## config.mk

```make
export PLATFORM = sky130hd
export DESIGN_NAME = addsub_cmp
export DESIGN_NICKNAME = d
export VERILOG_FILES = /design/src/rtl/addsub_pkg.sv /design/src/rtl/addsub_bsel.sv /design/src/rtl/addsub_ripple.sv /design/src/rtl/addsub_flags.sv /design/src/rtl/addsub_cmp.sv
export SDC_FILE = /design/constraint.sdc
export NUM_CORES = 1
export LEC_CHECK = 0
export ABC_CLOCK_PERIOD_IN_PS = 6700
export BUFFER_PORTS_ARGS = -buffer_cell sky130_fd_sc_hd__clkbuf_2
export CAP_MARGIN = 20
export CELL_PAD_IN_SITES_DETAIL_PLACEMENT = 0
export CELL_PAD_IN_SITES_GLOBAL_PLACEMENT = 1
export CORE_AREA = 2 2 39 41
export DETAILED_ROUTE_END_ITERATION = 12
export DIE_AREA = 0 0 41 43
export GPL_TIMING_DRIVEN = 0
export PLACE_DENSITY = 0.93
export SYNTH_ARGS = -nofsm -noshare
export SYNTH_HDL_FRONTEND = slang
export SYNTH_SLANG_ARGS = --single-unit
```

## constraint.sdc

```tcl
create_clock -name vclk -period 6.7
set_input_delay 0.67 -clock vclk [all_inputs]
set_output_delay 0.67 -clock vclk [all_outputs]
set_load 0.1 [all_outputs]
```

## src/rtl/addsub_pkg.sv

```systemverilog
package addsub_pkg;
  typedef enum logic {
    OP_ADD = 1'b0,
    OP_SUB = 1'b1
  } op_e;
endpackage

```

## src/rtl/addsub_bsel.sv

```systemverilog
// Complement path: per-bit inverter followed by a 2:1 selector
module addsub_bsel #(
  parameter int unsigned W = 8
) (
  input  logic [W-1:0] b_i,
  input  logic         sub_i,
  output logic [W-1:0] b_o
);
  logic [W-1:0] b_inv;

  for (genvar k = 0; k < W; k++) begin : g_bit
    assign b_inv[k] = ~b_i[k];
    assign b_o[k]   = sub_i ? b_inv[k] : b_i[k];
  end
endmodule

```

## src/rtl/addsub_ripple.sv

```systemverilog
module addsub_ripple #(
  parameter int unsigned W = 8
) (
  input  logic [W-1:0] a_i,
  input  logic [W-1:0] b_i,
  input  logic         cin_i,
  output logic [W-1:0] sum_o,
  output logic         cout_o
);
  logic [W:0] c;

  assign c[0] = cin_i;

  for (genvar k = 0; k < W; k++) begin : g_fa
    logic p;
    assign p          = a_i[k] ^ b_i[k];
    assign sum_o[k]   = p ^ c[k];
    assign c[k+1]     = (a_i[k] & b_i[k]) | (p & c[k]);
  end

  assign cout_o = c[W];
endmodule

```

## src/rtl/addsub_flags.sv

```systemverilog
module addsub_flags #(
  parameter int unsigned W = 8
) (
  input  logic [W-1:0] res_i,
  output logic         lt_o,
  output logic         eq_o,
  output logic         gt_o,
  output logic         ne_o
);
  localparam int unsigned MSB = W - 1;

  assign lt_o = res_i[MSB];
  assign eq_o = ~(|res_i);   // zero tester
  assign gt_o = ~lt_o & ~eq_o;
  assign ne_o = ~eq_o;
endmodule

```

## src/rtl/addsub_cmp.sv

```systemverilog
module addsub_cmp
  import addsub_pkg::*;
#(
  parameter int unsigned N = 8
) (
  input  logic [N-1:0] a_i,
  input  logic [N-1:0] b_i,
  input  logic         mode_i,
  output logic [N-1:0] sum_o,
  output logic         carry_o,
  output logic         lt_o,
  output logic         eq_o,
  output logic         gt_o,
  output logic         ne_o
);
  op_e          op;
  logic         sub;
  logic [N-1:0] b_sel;

  assign op  = op_e'(mode_i);
  assign sub = (op == OP_SUB);

  addsub_bsel #(.W(N)) u_bsel (
    .b_i  (b_i),
    .sub_i(sub),
    .b_o  (b_sel)
  );

  // +1 of the negation enters as carry-in
  addsub_ripple #(.W(N)) u_add (
    .a_i   (a_i),
    .b_i   (b_sel),
    .cin_i (sub),
    .sum_o (sum_o),
    .cout_o(carry_o)
  );

  addsub_flags #(.W(N)) u_flags (
    .res_i(sum_o),
    .lt_o (lt_o),
    .eq_o (eq_o),
    .gt_o (gt_o),
    .ne_o (ne_o)
  );
endmodule

```

Word level (Yosys, flattened, before mapping):

Index checks and enable logic that the tools add are counted.

* output and inout port bits: 13
* register bits: 0

* multiplexer cells: 8
* reductions and logical operators: 1
* bitwise operators: 51

Operators by type and width (number)
* $and 1x1->1: 17
* $xor 1x1->1: 16
* $not 1->1: 10
* $mux 1: 8
* $or 1x1->1: 8
* $reduce_or 8->1: 1

Longest topological paths before layout:

* word-level depth: 20
* mapped depth: 11
* gate-level depth less buffers: 10

Cells and area by module:

A second synthesis with hierarchy kept.

* cell total of the unflattened synthesis: 33
* area total of the unflattened synthesis: 325.3 um^2

Modules (own cells, without submodules)
* addsub_ripple: area an instance 197.7 um^2, seq. area each 0.0 um^2, times used 1, cells an instance 18
* addsub_bsel: area an instance 81.3 um^2, seq. area each 0.0 um^2, times used 1, cells an instance 9
* addsub_flags: area an instance 46.3 um^2, seq. area each 0.0 um^2, times used 1, cells an instance 6

Least setup slack after synthesis:

No wires, ideal clock.

* kind: input -> output
* from: in mode_i
* to: out eq_o
* setup slack: -0.726 ns
* cell stages on the path: 11
* buffers on the path: 1
* arrival: 6.756 ns
* cell sequence: buf_2 xnor2_1 fa_1 fa_1 fa_1 fa_1 fa_1 fa_1 fa_1 nand2_1 nor4_1

* cells in the longest elaborated chain, start to end: 19

RTL lines
* from (decl): line addsub_cmp.sv:8 `input logic mode_i,`
* $mux 1: line addsub_bsel.sv:13 `assign b_o[k] = sub_i ? b_inv[k] : b_i[k];`
* $xor 1x1->1: line addsub_ripple.sv:16 `assign p = a_i[k] ^ b_i[k];`
* $and 1x1->1: line addsub_ripple.sv:18 `assign c[k+1] = (a_i[k] & b_i[k]) | (p & c[k]);`
* $or 1x1->1: line addsub_ripple.sv:18
* $and 1x1->1: line addsub_ripple.sv:18
* $or 1x1->1: line addsub_ripple.sv:18
* $and 1x1->1: line addsub_ripple.sv:18
* $or 1x1->1: line addsub_ripple.sv:18
* [... 3 more ...]
* $or 1x1->1: line addsub_ripple.sv:18
* $and 1x1->1: line addsub_ripple.sv:18
* $or 1x1->1: line addsub_ripple.sv:18
* $and 1x1->1: line addsub_ripple.sv:18
* $or 1x1->1: line addsub_ripple.sv:18
* $xor 1x1->1: line addsub_ripple.sv:17 `assign sum_o[k] = p ^ c[k];`
* $reduce_or 8->1 (*): line addsub_flags.sv:13 `assign eq_o = ~(|res_i);`
* $not 1->1 (*): line addsub_flags.sv:13
* to (decl): line addsub_cmp.sv:12 `output logic eq_o,`

Every way passes the cells marked *; elsewhere a longest branch is shown, timed or not.

Worst setup path in the final report:

* from: in mode_i
* to: out ne_o

* cells in the longest elaborated chain, start to end: 18

RTL lines
* $mux 1: line addsub_bsel.sv:13
* $xor 1x1->1: line addsub_ripple.sv:16
* $and 1x1->1: line addsub_ripple.sv:18
* $or 1x1->1: line addsub_ripple.sv:18
* $and 1x1->1: line addsub_ripple.sv:18
* $or 1x1->1: line addsub_ripple.sv:18
* $and 1x1->1: line addsub_ripple.sv:18
* $or 1x1->1: line addsub_ripple.sv:18
* [... 2 more ...]
* $and 1x1->1: line addsub_ripple.sv:18
* $or 1x1->1: line addsub_ripple.sv:18
* $and 1x1->1: line addsub_ripple.sv:18
* $or 1x1->1: line addsub_ripple.sv:18
* $and 1x1->1: line addsub_ripple.sv:18
* $or 1x1->1: line addsub_ripple.sv:18
* $xor 1x1->1: line addsub_ripple.sv:17
* $reduce_or 8->1 (*): line addsub_flags.sv:13
* to (decl): line addsub_cmp.sv:14 `output logic ne_o`

Marked as above.

==> metrics.cfg <==
[detailed_routing]
drc=0
vias_per_cell=3.98
postRouteAntennaNets=0
wl_um=663
firstDrtPassIters=1
drt-initial-drc-count=0
vias=334
wl_per_cell_um=7.89

[layout]
nClkBuffers=0
final_common_cell=clkbuf_2
num_antenna_cells=0
seq_cells=0
drive_gt1_share_pct=55.9
multiInputGateArea_sq_um=280
area_growth_pct=58.2
regArea_sq_um=0
fillers=159
layout.cells.most_common_list=29 x clkbuf_2, 15 x inv_1, 6 x xnor2_1, 6 x fa_2
finalInstanceArea_sq_um=517
nNetsFinal=94
finalCoreUtilization_pct=37.3

[setup_path]
crit_end=ne_o
cp.required_ps=6030
cp_cell_sequence=buf_4 -> xnor2_2 -> fa_2 -> fa_2 -> fa_2 -> fa_2 -> fa_2 -> fa_2 -> fa_1 -> nand2_1 -> or4_1 -> clkbuf_2
cpMostUsedCell=fa_2
cp.depth=12
end_kind=output pin
arrival_ps=4620
cpMaxStageDelayCell=fa_1
critPathMaxFanout=8
slowest_delay_ps=590
path_class=input pin to output pin
path_buf_inv=2
cp-startpoint=mode_i
critPathLaunchType=input pin
cpLargestDelayFamily=adder cells

[min_path]
hold_class=input pin to output pin
min-delay-start=a_i[0]

[power_and_ir_drop]
power.share.clock_pct=0
power-per-cell-area_nw_per_um2=382
switching_share_pct=82.2
p_leak_nw=0.293
p_int_uw=35.1
p_switching_uw=162
finalPower_uw=198
vdd_drop_max_mv=0.180
combPwrFrac_pct=100.0
pwr-share-seq_pct=0

[sta]
rsz0062_at_grt=false
clock.fmax_mhz=189
hold_violations=0
setup_ws_ps=1410
slew_headroom_pct=64.1
tightest_slew_ps=541
setup_viol=0
period_share_pct=78.9
fin_tns_setup_ps=0
slew_viol_final=0
min_period_ps=5290

[synth]
syn_nets=63
synth.distinct_cells=12
syn_area_sq_um=327
yosysWarningCount=0
synth_area_leader_cell=fa_1
synth_area_leaders=fa_1 43%, xnor2_1 19%, inv_1 17%
seq_area_frac_synth_pct=0
synthCells=39
syn_area_per_cell_sq_um=8.37
yosysTopAreaCellShare_pct=42.9

[floorplan]
start_util_pct=23.6
ios=30
die_y_um=43
fp.dieW_um=41
fp.dieArea_sq_um=1760
num_rows=14
core_sq_um=1380

[placement]
gp_congestion=0.612
place_area_sq_um=517
place_ws_ps=1380
portBuffers=29
dp_hpwl_um=686

[grt]
gr-total-overflow=0
grt_pass1_vias=335
grt_pass1_wl_um=1130
grtUsageTotal_pct=8.47
grt_max_degree=9
antenna_found_initial=0

[run]
maxCapViolCount=0

[status]
status=complete, no violations

[clock_network]
hold_buffers=0
ctsResizeCount=0
post-cts-setup-buffer-count=0

power by group through the flow:
stage | clock network (mW) | registers [mW] | logic [mW]
2_1_floorplan | 0 | 0 | 0.172
3_3_place_gp | 0 | 0 | 0.199
3_5_place_dp | 0 | 0 | 0.200
4_1_cts | 0 | 0 | 0.200
5_1_grt | 0 | 0 | 0.208
6_report | 0 | 0 | 0.198
cell type report:
| cell class | count | share of cell area, % |
|---|---|---|
| buffer | 2 | 2.91 |
| inverter | 15 | 10.9 |
| multi-input combinational | 22 | 54.2 |
| timing repair buffer | 29 | 28.1 |
| tap | 16 | 3.87 |
synth_stat cells:
cell	n
inv_1	15
fa_1	7
xnor2_1	7
nand2_1	2
buf_2	1
buf_4	1
mux2i_1	1
nand3_1	1
nor4_1	1
o41a_1	1
or4_1	1
xor2_1	1
how the worst min path moves through the flow:
stage               endpoint  cells after the start  slack [ps]
detailed placement  sum_o[0]                      3        1920
CTS                 sum_o[0]                      3        1920
finish              sum_o[0]                      3        1920
global route        sum_o[0]                      3        1950
global placement    sum_o[0]                      3        1910
floorplan           sum_o[0]                      1        1800
metrics by stage:
step	instances	hold slack, ps
finish	84	1920
global route	84	1950
CTS	84	1920
detailed placement	84	1920
global placement	84	1910
floorplan	39	1800
routing by layer:
layer | part of all wire [%] | GRT usage (%)
met1 | 34 | 9.45
met2 | 56 | 17.2
met3 | 10 | 0
met4 | 0 | 0
met5 | 0 | 0
logic make-up after synthesis:
group,after synthesis,synth area share (%)
multiplexers,1,3.07
buffers and inverters,17,21.1
adder cells (fa/ha/maj),7,42.9
AND/OR/NAND/NOR,5,8.05
AO/OA/AOI/OAI,1,3.45
XOR/XNOR,8,21.5
(Power assumes the default switching activity.)
